**config.mk**
```make
export PLATFORM = sky130hd
export DESIGN_NAME = clk_health_status
export DESIGN_NICKNAME = d
export VERILOG_FILES = /design/src/rtl/chs_pkg.sv /design/src/rtl/chs_sync.sv /design/src/rtl/chs_rate_meter.sv /design/src/rtl/chs_frame_watch.sv /design/src/rtl/clk_health_status.sv
export SDC_FILE = /design/constraint.sdc
export NUM_CORES = 1
export LEC_CHECK = 0
export ABC_AREA = 1
export BUFFER_PORTS_ARGS = -buffer_cell sky130_fd_sc_hd__buf_2
export CAP_MARGIN = 5
export CELL_PAD_IN_SITES_DETAIL_PLACEMENT = 1
export CELL_PAD_IN_SITES_GLOBAL_PLACEMENT = 2
export CORE_MARGIN = 3
export CORE_UTILIZATION = 33
export DETAILED_ROUTE_END_ITERATION = 12
export PLACE_DENSITY = 0.79
export SYNTH_ARGS = -nofsm -noshare
export SYNTH_HDL_FRONTEND = slang
export SYNTH_SLANG_ARGS = --single-unit
export TNS_END_PERCENT = 50
```
**constraint.sdc**
```tcl
create_clock -name clk_ref -period 2.2 [get_ports clk_ref]
set_input_delay 0.33 -clock clk_ref [delete_from_list [all_inputs] [get_ports clk_ref]]
set_output_delay 0.33 -clock clk_ref [all_outputs]
set_load 0.05 [all_outputs]
```
**src/rtl/chs_pkg.sv**
```systemverilog
package chs_pkg;
  typedef struct packed {
    logic pll_flt;
    logic frm_flt;
    logic clk_flt;
    logic sram_done;
    logic lock;
    logic ratio_ok;
    logic frm_ok;
    logic clk_ok;
  } chs_stat_t;

  localparam int unsigned SYNC_PCM  = 0;
  localparam int unsigned SYNC_FRM  = 1;
  localparam int unsigned SYNC_LOCK = 2;
  localparam int unsigned SYNC_SRAM = 3;
  localparam int unsigned SYNC_NUM  = 4;
endpackage

```
**src/rtl/chs_sync.sv**
```systemverilog
module chs_sync #(
  parameter int unsigned W      = 4,
  parameter int unsigned STAGES = 2
) (
  input  logic         clk,
  input  logic         rst_n,
  input  logic [W-1:0] d,
  output logic [W-1:0] q,
  output logic [W-1:0] q_d
);
  logic [STAGES:0][W-1:0] stg;

  always_ff @(posedge clk) begin
    if (!rst_n) stg <= '0;
    else        stg <= {stg[STAGES-1:0], d};
  end

  assign q   = stg[STAGES-1];
  assign q_d = stg[STAGES];
endmodule

```
**src/rtl/chs_rate_meter.sv**
```systemverilog
module chs_rate_meter #(
  parameter int unsigned WINDOW_CYC = 62500,
  parameter int unsigned MIN_EDGES  = 32
) (
  input  logic clk,
  input  logic rst_n,
  input  logic edge_in,
  output logic rate_ok
);
  localparam int unsigned WC_W = $clog2(WINDOW_CYC);
  localparam int unsigned EC_W = $clog2(MIN_EDGES + 1);

  logic [WC_W-1:0] win_cnt;
  logic [EC_W-1:0] edge_cnt, edge_nxt;
  logic            win_end;

  assign win_end  = (win_cnt == WC_W'(WINDOW_CYC - 1));
  assign edge_nxt = (edge_in && edge_cnt != EC_W'(MIN_EDGES)) ? edge_cnt + EC_W'(1) : edge_cnt;

  always_ff @(posedge clk) begin
    if (!rst_n) begin
      win_cnt  <= '0;
      edge_cnt <= '0;
      rate_ok  <= 1'b0;
    end else if (win_end) begin
      win_cnt  <= '0;
      edge_cnt <= '0;
      rate_ok  <= (edge_nxt == EC_W'(MIN_EDGES));
    end else begin
      win_cnt  <= win_cnt + WC_W'(1);
      edge_cnt <= edge_nxt;
    end
  end
endmodule

```
**src/rtl/chs_frame_watch.sv**
```systemverilog
module chs_frame_watch #(
  parameter int unsigned TIMEOUT_CYC    = 62500,
  parameter int unsigned RATIO_MIN_LOG2 = 4,
  parameter int unsigned RATIO_MAX_LOG2 = 8
) (
  input  logic clk,
  input  logic rst_n,
  input  logic frm_edge,
  input  logic clk_edge,
  output logic frm_ok,
  output logic ratio_ok
);
  localparam int unsigned TM_W  = $clog2(TIMEOUT_CYC + 1);
  localparam int unsigned CNT_W = RATIO_MAX_LOG2 + 2;

  logic [TM_W-1:0]  timer;
  logic [CNT_W-1:0] cnt, meas, last_meas;
  logic             have_last, timeout;
  logic [RATIO_MAX_LOG2:RATIO_MIN_LOG2] pow_hit;

  assign meas    = (clk_edge && cnt != '1) ? cnt + CNT_W'(1) : cnt;
  assign timeout = !frm_edge && (timer >= TM_W'(TIMEOUT_CYC - 1));

  for (genvar k = RATIO_MIN_LOG2; k <= RATIO_MAX_LOG2; k++) begin : g_pow
    assign pow_hit[k] = (meas == CNT_W'(1 << k));
  end

  always_ff @(posedge clk) begin
    if (!rst_n) begin
      timer     <= '0;
      cnt       <= '0;
      last_meas <= '0;
      have_last <= 1'b0;
      frm_ok    <= 1'b0;
      ratio_ok  <= 1'b0;
    end else if (frm_edge) begin
      timer     <= '0;
      cnt       <= '0;
      last_meas <= meas;
      have_last <= 1'b1;
      frm_ok    <= 1'b1;
      ratio_ok  <= (|pow_hit) && have_last && (meas == last_meas);
    end else begin
      cnt <= meas;
      if (timer != TM_W'(TIMEOUT_CYC)) timer <= timer + TM_W'(1);
      if (timeout) begin
        frm_ok    <= 1'b0;
        ratio_ok  <= 1'b0;
        have_last <= 1'b0;
      end
    end
  end
endmodule

```
**src/rtl/clk_health_status.sv**
```systemverilog
module clk_health_status #(
  parameter int unsigned    ADDR_W         = 8,
  parameter logic [ADDR_W-1:0] BASE_ADDR   = 8'h10,
  parameter int unsigned    WINDOW_CYC     = 62500,
  parameter int unsigned    MIN_EDGES      = 32,
  parameter int unsigned    FS_TIMEOUT_CYC = 62500,
  parameter int unsigned    RATIO_MIN_LOG2 = 4,
  parameter int unsigned    RATIO_MAX_LOG2 = 8
) (
  input  logic              clk_ref,
  input  logic              rst_n,
  input  logic              pcm_clk_in,
  input  logic              frame_sync_in,
  input  logic              pll_lock_in,
  input  logic              sram_clr_done_in,
  input  logic [ADDR_W-1:0] reg_addr,
  input  logic              reg_wr_en,
  input  logic [7:0]        reg_wdata,
  output logic [7:0]        reg_rdata
);
  import chs_pkg::*;

  logic [SYNC_NUM-1:0] s_in, s_q, s_qd;
  logic pcm_rise, frm_rise, lock_fall;
  logic clk_ok, frm_ok, ratio_ok, frm_good;
  logic clk_ok_q, frm_good_q;
  logic [2:0] flt_q, flt_set, flt_clr;
  logic addr_hit;
  chs_stat_t stat_word;
  logic unused_bits;

  assign s_in[SYNC_PCM]  = pcm_clk_in;
  assign s_in[SYNC_FRM]  = frame_sync_in;
  assign s_in[SYNC_LOCK] = pll_lock_in;
  assign s_in[SYNC_SRAM] = sram_clr_done_in;

  chs_sync #(.W(SYNC_NUM), .STAGES(2)) u_sync (
    .clk(clk_ref), .rst_n(rst_n), .d(s_in), .q(s_q), .q_d(s_qd)
  );

  assign pcm_rise  = s_q[SYNC_PCM] & ~s_qd[SYNC_PCM];
  assign frm_rise  = s_q[SYNC_FRM] & ~s_qd[SYNC_FRM];
  assign lock_fall = s_qd[SYNC_LOCK] & ~s_q[SYNC_LOCK];

  chs_rate_meter #(.WINDOW_CYC(WINDOW_CYC), .MIN_EDGES(MIN_EDGES)) u_rate (
    .clk(clk_ref), .rst_n(rst_n), .edge_in(pcm_rise), .rate_ok(clk_ok)
  );

  chs_frame_watch #(
    .TIMEOUT_CYC(FS_TIMEOUT_CYC),
    .RATIO_MIN_LOG2(RATIO_MIN_LOG2),
    .RATIO_MAX_LOG2(RATIO_MAX_LOG2)
  ) u_frame (
    .clk(clk_ref), .rst_n(rst_n), .frm_edge(frm_rise), .clk_edge(pcm_rise),
    .frm_ok(frm_ok), .ratio_ok(ratio_ok)
  );

  assign frm_good = frm_ok & ratio_ok;
  assign addr_hit = (reg_addr == BASE_ADDR);

  assign flt_set = {lock_fall, frm_good_q & ~frm_good, clk_ok_q & ~clk_ok};
  assign flt_clr = (reg_wr_en && addr_hit) ? reg_wdata[7:5] : 3'b000;

  always_ff @(posedge clk_ref) begin
    if (!rst_n) begin
      clk_ok_q   <= 1'b0;
      frm_good_q <= 1'b0;
      flt_q      <= '0;
    end else begin
      clk_ok_q   <= clk_ok;
      frm_good_q <= frm_good;
      flt_q      <= (flt_q & ~flt_clr) | flt_set;
    end
  end

  always_comb begin
    stat_word.pll_flt   = flt_q[2];
    stat_word.frm_flt   = flt_q[1];
    stat_word.clk_flt   = flt_q[0];
    stat_word.sram_done = s_q[SYNC_SRAM];
    stat_word.lock      = s_q[SYNC_LOCK];
    stat_word.ratio_ok  = ratio_ok;
    stat_word.frm_ok    = frm_ok;
    stat_word.clk_ok    = clk_ok;
  end

  assign reg_rdata   = addr_hit ? stat_word : 8'h00;
  assign unused_bits = ^{reg_wdata[4:0], s_qd[SYNC_SRAM]};
endmodule

```
==> impl_metrics.prom, run 1 <==
# TYPE chip_impl_metric gauge
chip_impl_info{name="result_of_the_run",value="finished, final reports clean"} 1
chip_impl_metric{name="first_global_vias",unit=""} 3464
chip_impl_metric{name="skew",unit="ns"} 0.00870
chip_impl_metric{name="worst_reg_to_reg_cells",unit=""} 15
chip_impl_metric{name="final_cell_count_no_fill",unit=""} 725
chip_impl_metric{name="leakage_power",unit="nW"} 1.90
chip_impl_metric{name="yosysSeqAreaShare",unit=""} 0.416
chip_impl_metric{name="synth-edff-count",unit=""} 0
chip_impl_metric{name="cts.clk_slew.worst_paths",unit="ns"} 0.09
chip_impl_metric{name="asr_flop_ratio_synth",unit=""} 0
chip_impl_info{name="largest_family_of_logic_cells_by_synthesized_area",value="simple AND/OR/NAND/NOR gates"} 1
chip_impl_metric{name="synth_compound_area_frac",unit=""} 0.0969
chip_impl_metric{name="grt_util_all_layers",unit=""} 0.156
chip_impl_metric{name="hold_violations",unit=""} 0
chip_impl_info{name="most_instantiated_flip_flop_cell_in_the_synthesis_netlist",value="dfxtp_1"} 1
chip_impl_metric{name="wirelength",unit="um"} 9000
chip_impl_metric{name="die_y",unit="um"} 112
chip_impl_metric{name="grt_antenna_before_repair",unit=""} 0
chip_impl_metric{name="synth-seq-cells",unit=""} 77
chip_impl_metric{name="placementRows",unit=""} 38
chip_impl_metric{name="post_synth_mux_area_share",unit=""} 0
chip_impl_info{name="hold_class",value="primary input to flop"} 1
chip_impl_info{name="hold_path_startpoint",value="sram_clr_done_in"} 1
chip_impl_metric{name="worst-endpoint-required",unit="ns"} 2.51
chip_impl_metric{name="worst_ir_drop_vdd",unit="mV"} 0.424
chip_impl_metric{name="dp_worst_setup_slack",unit="ns"} 0.152
chip_impl_metric{name="synthCells",unit=""} 532
chip_impl_metric{name="pin_count",unit=""} 31
chip_impl_metric{name="yosys_warning_total",unit=""} 0
chip_impl_info{name="worstSetupPathType",value="flop to flop"} 1
chip_impl_metric{name="route.vias.total",unit=""} 3376
chip_impl_metric{name="worst_ep_arrival_time",unit="ns"} 2.32
chip_impl_info{name="worstPathCellList",value="ha_2, nand2_1, nor2_4, nand3_4, buf_4, nand3_2, nand2_1, buf_4, nor2_1, nand2_1, nor2_1, nand3_1, nand2_1, nand2_1, a21oi_2"} 1
chip_impl_metric{name="yosys.area_share.xor_xnor",unit=""} 0.0236
chip_impl_info{name="worstReg2RegStart",value="u_frame.cnt[0]"} 1
chip_impl_metric{name="drt_iter0_markers",unit=""} 119
chip_impl_info{name="critical-path-slowest-cell",value="dfxtp_1"} 1
chip_impl_metric{name="number_of_buffers_created_by_cts",unit=""} 9
chip_impl_metric{name="tritoncts_num_sinks",unit=""} 77
chip_impl_metric{name="syn_nets",unit=""} 561
chip_impl_metric{name="final_antenna_net_count",unit=""} 0
chip_impl_metric{name="slew_violations",unit=""} 0
chip_impl_metric{name="hpwlAfterDp",unit="um"} 6850
chip_impl_info{name="layout.cells.most_common",value="nand2_1"} 1
chip_impl_info{name="critical_path.endpoint_type",value="flop"} 1
chip_impl_info{name="mostFrequentLayoutCells",value="nand2_1, inv_1, dfxtp_1"} 1
chip_impl_info{name="tritoncts",value="built"} 1
chip_impl_metric{name="floorplan.core_area",unit="mm2"} 0.0109
chip_impl_metric{name="avgRoutedWirePerCell",unit="um"} 12.4
chip_impl_metric{name="total_power",unit="W"} 0.00286
chip_impl_metric{name="viasPerCell",unit=""} 4.66
chip_impl_metric{name="clkLatencyLatePin",unit="ns"} 0.37
chip_impl_metric{name="fin_ws",unit="ns"} 0.187
chip_impl_metric{name="grt_start_max_net_pins",unit=""} 24
chip_impl_metric{name="design.final.nets",unit=""} 609
chip_impl_metric{name="post_synth_num_cell_types",unit=""} 36
chip_impl_metric{name="dieWidth",unit="um"} 112
chip_impl_metric{name="r2r_setup_slack",unit="ns"} 0.19
chip_impl_metric{name="fin_setup_tns",unit="ns"} 0
chip_impl_metric{name="synth_simple_gate_area_frac",unit=""} 0.329
chip_impl_metric{name="maxCapViolCount",unit=""} 0
chip_impl_metric{name="numPlacedInstances",unit=""} 707
chip_impl_metric{name="globalRouteOverflowTotal",unit=""} 0
chip_impl_metric{name="n_antenna_cell",unit=""} 0
chip_impl_metric{name="slew_headroom",unit=""} 0.666
chip_impl_metric{name="die_area",unit="mm2"} 0.0125
chip_impl_metric{name="synth_area",unit="mm2"} 0.00370
chip_impl_metric{name="min_period",unit="ns"} 2.01
chip_impl_metric{name="critical_path_peak_fanout",unit=""} 6
chip_impl_metric{name="clock.fmax",unit="MHz"} 497
chip_impl_metric{name="yosys.area_share.adder",unit=""} 0.0203
chip_impl_metric{name="grt_first_pass_wirelength",unit="um"} 15900
chip_impl_metric{name="worst_path_largest_cell_delay",unit="ns"} 0.35
chip_impl_metric{name="initial_utilization",unit=""} 0.340
chip_impl_metric{name="fin_crit_sh",unit=""} 0.915
chip_impl_info{name="critPathMostFrequentCell",value="nand2_1"} 1
chip_impl_metric{name="clockBufferDepth",unit=""} 2
chip_impl_metric{name="first_drt_pass_iteration_count",unit=""} 4
chip_impl_metric{name="drive_above_1_share",unit=""} 0.164
chip_impl_metric{name="timing.final.setup_violations",unit=""} 0
chip_impl_metric{name="area.growth.synth_to_final",unit="%"} 18.6
chip_impl_metric{name="post-route-drc-count",unit=""} 0
chip_impl_metric{name="power_density",unit="mW/mm2"} 651
chip_impl_metric{name="numPortBuffers",unit=""} 25
chip_impl_metric{name="worstMarginPinSlew",unit="ns"} 0.498
chip_impl_info{name="worst_hold_path.endpoint",value="u_sync.stg[3]"} 1
chip_impl_info{name="reg2reg_to",value="u_frame.ratio_ok"} 1
chip_impl_metric{name="min_path_cells",unit=""} 3
chip_impl_metric{name="htree_levels",unit=""} 3
chip_impl_metric{name="avgSynthCellArea",unit="um2"} 6.96
chip_impl_info{name="cts_root_cell",value="clkbuf_8"} 1
chip_impl_info{name="crit_path_start_kind",value="flop"} 1
chip_impl_metric{name="globalplace.congestion",unit=""} 0.780
## flip-flops by register name, summed over array words and instances, names as in the netlist, 3 cells and up
signal / cells
flt_q: 3
u_rate.win_cnt: 16
u_sync.q: 4
u_sync.q_d: 3
u_frame.cnt: 10
u_frame.timer: 16
u_sync.stg: 4
u_frame.last_meas: 10
u_rate.edge_cnt: 6
## cells by family (layout without fill, tap and decap cells)
family | count (synthesis) | count (layout)
buffers and inverters | 109 | 162
AND/OR/NAND/NOR | 264 | 264
XOR/XNOR | 10 | 10
AO/OA/AOI/OAI | 66 | 66
adder cells (fa/ha/maj) | 6 | 6
flip-flops | 77 | 77
## area by class of cell
cell class | count | area (um2)
repair buffers | 45 | 300
clock inverters | 5 | 81.3
clock buffers | 11 | 151
inverters | 101 | 379
fillers | 1386 | 6490
flip-flops and latches | 77 | 1540
multi-input cells | 346 | 1770
well taps | 140 | 175
## where the power goes
group	internal (W)	leakage, nW	switching (W)
Sequential	0.00142	0.624	0.0000151
Combinational	0.0000576	1.16	0.0000973
Clock	0.000703	0.116	0.000570
## per-stage QoR
step	hold WS, ns	cell area [um2]	util
after CTS	0.125	4360	0.400
after detailed placement	0.402	4120	0.379
final	0.144	4400	0.404
after floorplan	0.390	3700	-
after global routing	0.149	4400	0.404
after global placement	0.398	4120	0.379
## worst max-delay path by stage
stage | start | end | slack [ns] | cells after the start
6_report | u_frame.cnt[0] | u_frame.ratio_ok | 0.19 | 15
3_3_place_gp | u_frame.cnt[1] | u_frame.ratio_ok | 0.14 | 15
5_1_grt | u_frame.cnt[0] | u_frame.ratio_ok | -0.0009 | 15
4_1_cts | u_frame.cnt[1] | u_frame.ratio_ok | 0.13 | 14
2_1_floorplan | reg_addr[1] | reg_rdata[0] | 0.34 | 3
3_5_place_dp | u_frame.cnt[1] | u_frame.ratio_ok | 0.15 | 14
## worst max-delay path, delay by kind of cell, from the launching register on
family          cells  cell delay [ns]
buf+inv             2             0.30
fa+ha+maj           1             0.19
flops               1             0.35
compound gates      1             0.10
simple gates       11             1.02
## synth_stat cells (2+ instances only)
cell	number	area share
nand2_2	4	0.0068
o22ai_1	10	0.017
a21oi_1	25	0.034
nor3b_1	2	0.0041
xor2_1	10	0.024
inv_1	91	0.092
dfxtp_1	77	0.42
inv_2	8	0.0081
nor2_1	63	0.064
nor2_2	2	0.0034
nand2_1	113	0.11
nor4_1	5	0.0084
a31oi_1	2	0.0034
nand3_1	39	0.053
clkbuf_1	5	0.0051
nand4_1	8	0.014
nand3b_1	2	0.0041
nor3_2	4	0.011
nand3_2	4	0.011
ha_1	6	0.020
o21ai_1	2	0.0027
o21ai_0	22	0.030
nor3_1	13	0.018
clkinv_1	2	0.0020
o21a_1	2	0.0041
## layer usage
metal	vias to the layer above	wire length, um	global-route usage
li1	1786	-	-
met1	1540	4640	0.212
met2	37	3930	0.241
met3	13	246	0.0288
met4	0	180	0.0705
met5	-	0	0
## timing repair
item | 4_1_cts | 5_1_grt
resized for setup | 0 | 7
buffers inserted | 0 | 2
hold buffers | 0 | 0
endpoints found under the setup margin | 0 | 4
hold endpoints to repair | 0 | 0
Power figures use the tool's default switching activity.
==> run 2: changes to the inputs <==
==> constraint.sdc (replaced) <==
create_clock -name clk_ref -period 2.2 [get_ports clk_ref]
set_input_delay 0.44 -clock clk_ref [delete_from_list [all_inputs] [get_ports clk_ref]]
set_output_delay 0.44 -clock clk_ref [all_outputs]
set_load 0.05 [all_outputs]
==> impl_metrics.prom, run 2 (synthesized netlist as in run 1, its figures left out) <==
# TYPE chip_impl_metric gauge
chip_impl_metric{name="htree_levels",unit=""} 3
chip_impl_info{name="critPathMostFrequentCell",value="nor2_1"} 1
chip_impl_metric{name="worstMarginPinSlew",unit="ns"} 0.505
chip_impl_metric{name="avgRoutedWirePerCell",unit="um"} 12.5
chip_impl_metric{name="first_drt_pass_iteration_count",unit=""} 4
chip_impl_metric{name="r2r_setup_slack",unit="ns"} 0.06
chip_impl_metric{name="area.growth.synth_to_final",unit="%"} 21.4
chip_impl_metric{name="clock.fmax",unit="MHz"} 467
chip_impl_metric{name="grt_util_all_layers",unit=""} 0.157
chip_impl_metric{name="slew_violations",unit=""} 0
chip_impl_info{name="worstPathCellList",value="ha_4, nand2_1, nor2_4, nand3_4, buf_6, buf_4, nand4_2, nand2_2, inv_2, nor2_1, nor2_1, nand2_1, nor2_1, nand2_2, a21oi_2"} 1
chip_impl_metric{name="worst-endpoint-required",unit="ns"} 2.50
chip_impl_metric{name="timing.final.setup_violations",unit=""} 0
chip_impl_metric{name="final_antenna_net_count",unit=""} 0
chip_impl_info{name="cts_root_cell",value="clkbuf_8"} 1
chip_impl_metric{name="globalRouteOverflowTotal",unit=""} 0
chip_impl_info{name="crit_path_start_kind",value="flop"} 1
chip_impl_info{name="critical-path-slowest-cell",value="dfxtp_2"} 1
chip_impl_metric{name="slew_headroom",unit=""} 0.663
chip_impl_metric{name="grt_start_max_net_pins",unit=""} 27
chip_impl_info{name="layout.cells.most_common",value="nand2_1"} 1
chip_impl_info{name="worstSetupPathType",value="flop to flop"} 1
chip_impl_info{name="layout_top_registers",value="u_frame.timer: 16 flops, u_rate.win_cnt: 16 flops"} 1
chip_impl_metric{name="pin_count",unit=""} 31
chip_impl_metric{name="numPortBuffers",unit=""} 25
chip_impl_metric{name="path_buf_inv",unit=""} 3
chip_impl_metric{name="tritoncts_num_sinks",unit=""} 77
chip_impl_metric{name="fin_crit_sh",unit=""} 0.973
chip_impl_metric{name="hpwlAfterDp",unit="um"} 6790
chip_impl_metric{name="power_density",unit="mW/mm2"} 658
chip_impl_metric{name="number_of_buffers_created_by_cts",unit=""} 9
chip_impl_metric{name="holdBufCountCts",unit=""} 0
chip_impl_metric{name="cts.clk_slew.worst_paths",unit="ns"} 0.08
chip_impl_info{name="result_of_the_run",value="finished, final reports clean"} 1
chip_impl_metric{name="grt_antenna_before_repair",unit=""} 0
chip_impl_metric{name="wirelength",unit="um"} 9140
chip_impl_metric{name="leakage_power",unit="nW"} 1.96
chip_impl_metric{name="hold_violations",unit=""} 0
chip_impl_metric{name="dieWidth",unit="um"} 112
chip_impl_metric{name="grt_first_pass_wirelength",unit="um"} 16000
chip_impl_metric{name="worst_ep_arrival_time",unit="ns"} 2.44
chip_impl_metric{name="worst_ir_drop_vdd",unit="mV"} 0.439
chip_impl_metric{name="first_global_vias",unit=""} 3546
chip_impl_info{name="rsz0062_at_grt",value="yes"} 1
chip_impl_metric{name="min_period",unit="ns"} 2.14
chip_impl_metric{name="globalplace.congestion",unit=""} 0.780
chip_impl_metric{name="die_y",unit="um"} 112
chip_impl_info{name="hold_class",value="primary input to flop"} 1
chip_impl_metric{name="drt_iter0_markers",unit=""} 109
chip_impl_metric{name="viasPerCell",unit=""} 4.69
chip_impl_metric{name="stdcell_area",unit="mm2"} 0.00450
chip_impl_metric{name="floorplan.core_area",unit="mm2"} 0.0109
chip_impl_metric{name="fin_worst_hold_slack",unit="ns"} 0.262
chip_impl_metric{name="clkLatencyLatePin",unit="ns"} 0.36
chip_impl_metric{name="drive_above_1_share",unit=""} 0.179
chip_impl_metric{name="skew",unit="ns"} 0.00951
chip_impl_metric{name="design.final.nets",unit=""} 617
chip_impl_metric{name="worst_path_largest_cell_delay",unit="ns"} 0.36
chip_impl_metric{name="route.vias.total",unit=""} 3440
chip_impl_metric{name="post-route-drc-count",unit=""} 0
chip_impl_metric{name="die_area",unit="mm2"} 0.0125
chip_impl_metric{name="clockBufferDepth",unit=""} 2
chip_impl_metric{name="place_area",unit="mm2"} 0.00415
chip_impl_metric{name="critical_path_peak_fanout",unit=""} 7
chip_impl_info{name="tritoncts",value="built"} 1
chip_impl_metric{name="layout.filler_cells",unit=""} 1398
chip_impl_info{name="critical_path.top_delay_family",value="simple AND/OR/NAND/NOR gates"} 1
chip_impl_metric{name="n_antenna_cell",unit=""} 0
chip_impl_info{name="critical_path.endpoint_type",value="flop"} 1
chip_impl_metric{name="initial_utilization",unit=""} 0.340
chip_impl_info{name="mostFrequentLayoutCells",value="nand2_1, inv_1, dfxtp_1"} 1
chip_impl_metric{name="placementRows",unit=""} 38
chip_impl_metric{name="maxCapViolCount",unit=""} 0
-- run 2: cell type report --
cell class	instances	area [um2]	area share
clock buffers	11	151	0.0337
flip-flops and latches	77	1540	0.343
inverters	101	379	0.0843
clock inverters	5	106	0.0237
multi-input cells	346	1790	0.398
well taps	140	175	0.0390
repair buffers	53	352	0.0782
-- run 2: tightest hold or removal path, stage by stage --
cell and delay, ns:
buf_2 0.08, nand2_1 0.04, inv_1 0.04
-- run 2: worst paths after layout --
check / depth (start not counted) / from / endpoint
worst max-delay path: 15 / u_frame.cnt[0] / u_frame.ratio_ok
worst min-delay path: 3 / sram_clr_done_in / u_sync.stg[3]
worst max register to register: 15 / u_frame.cnt[0] / u_frame.ratio_ok
worst min register to register: 2 / u_sync.stg[1] / u_sync.q[1]
-- run 2: metrics by stage --
step / setup slack, ns / cells / total power, W / util / setup TNS, ns
6_report: 0.0590 / 733 / 0.00296 / 0.413 / 0
2_1_floorplan: 0.117 / 532 / 0.00156 / - / 0
3_3_place_gp: 0.105 / 712 / 0.00162 / 0.381 / 0
3_5_place_dp: 0.0902 / 712 / 0.00163 / 0.381 / 0
4_1_cts: 0.0426 / 728 / 0.00303 / 0.405 / 0
5_1_grt: -0.0666 / 733 / 0.00313 / 0.413 / -0.0666
-- run 2: timing repair --
action	in CTS	in global routing
resized for setup	0	15
setup buffers	0	5
setup endpoints to repair	0	5
-- run 2: power by group --
group	total, W	leakage [nW]	switching, W	internal [W]
clock	0.00137	0.126	0.000550	0.000817
sequential	0.00143	0.625	0.0000160	0.00142
combinational	0.000160	1.21	0.0000991	0.0000608
-- run 2: metal layers --
metal	track usage	routed length, um
met1	0.203	4600
met4	0.0569	137
met3	0.0473	268
met5	0	0
met2	0.250	4130
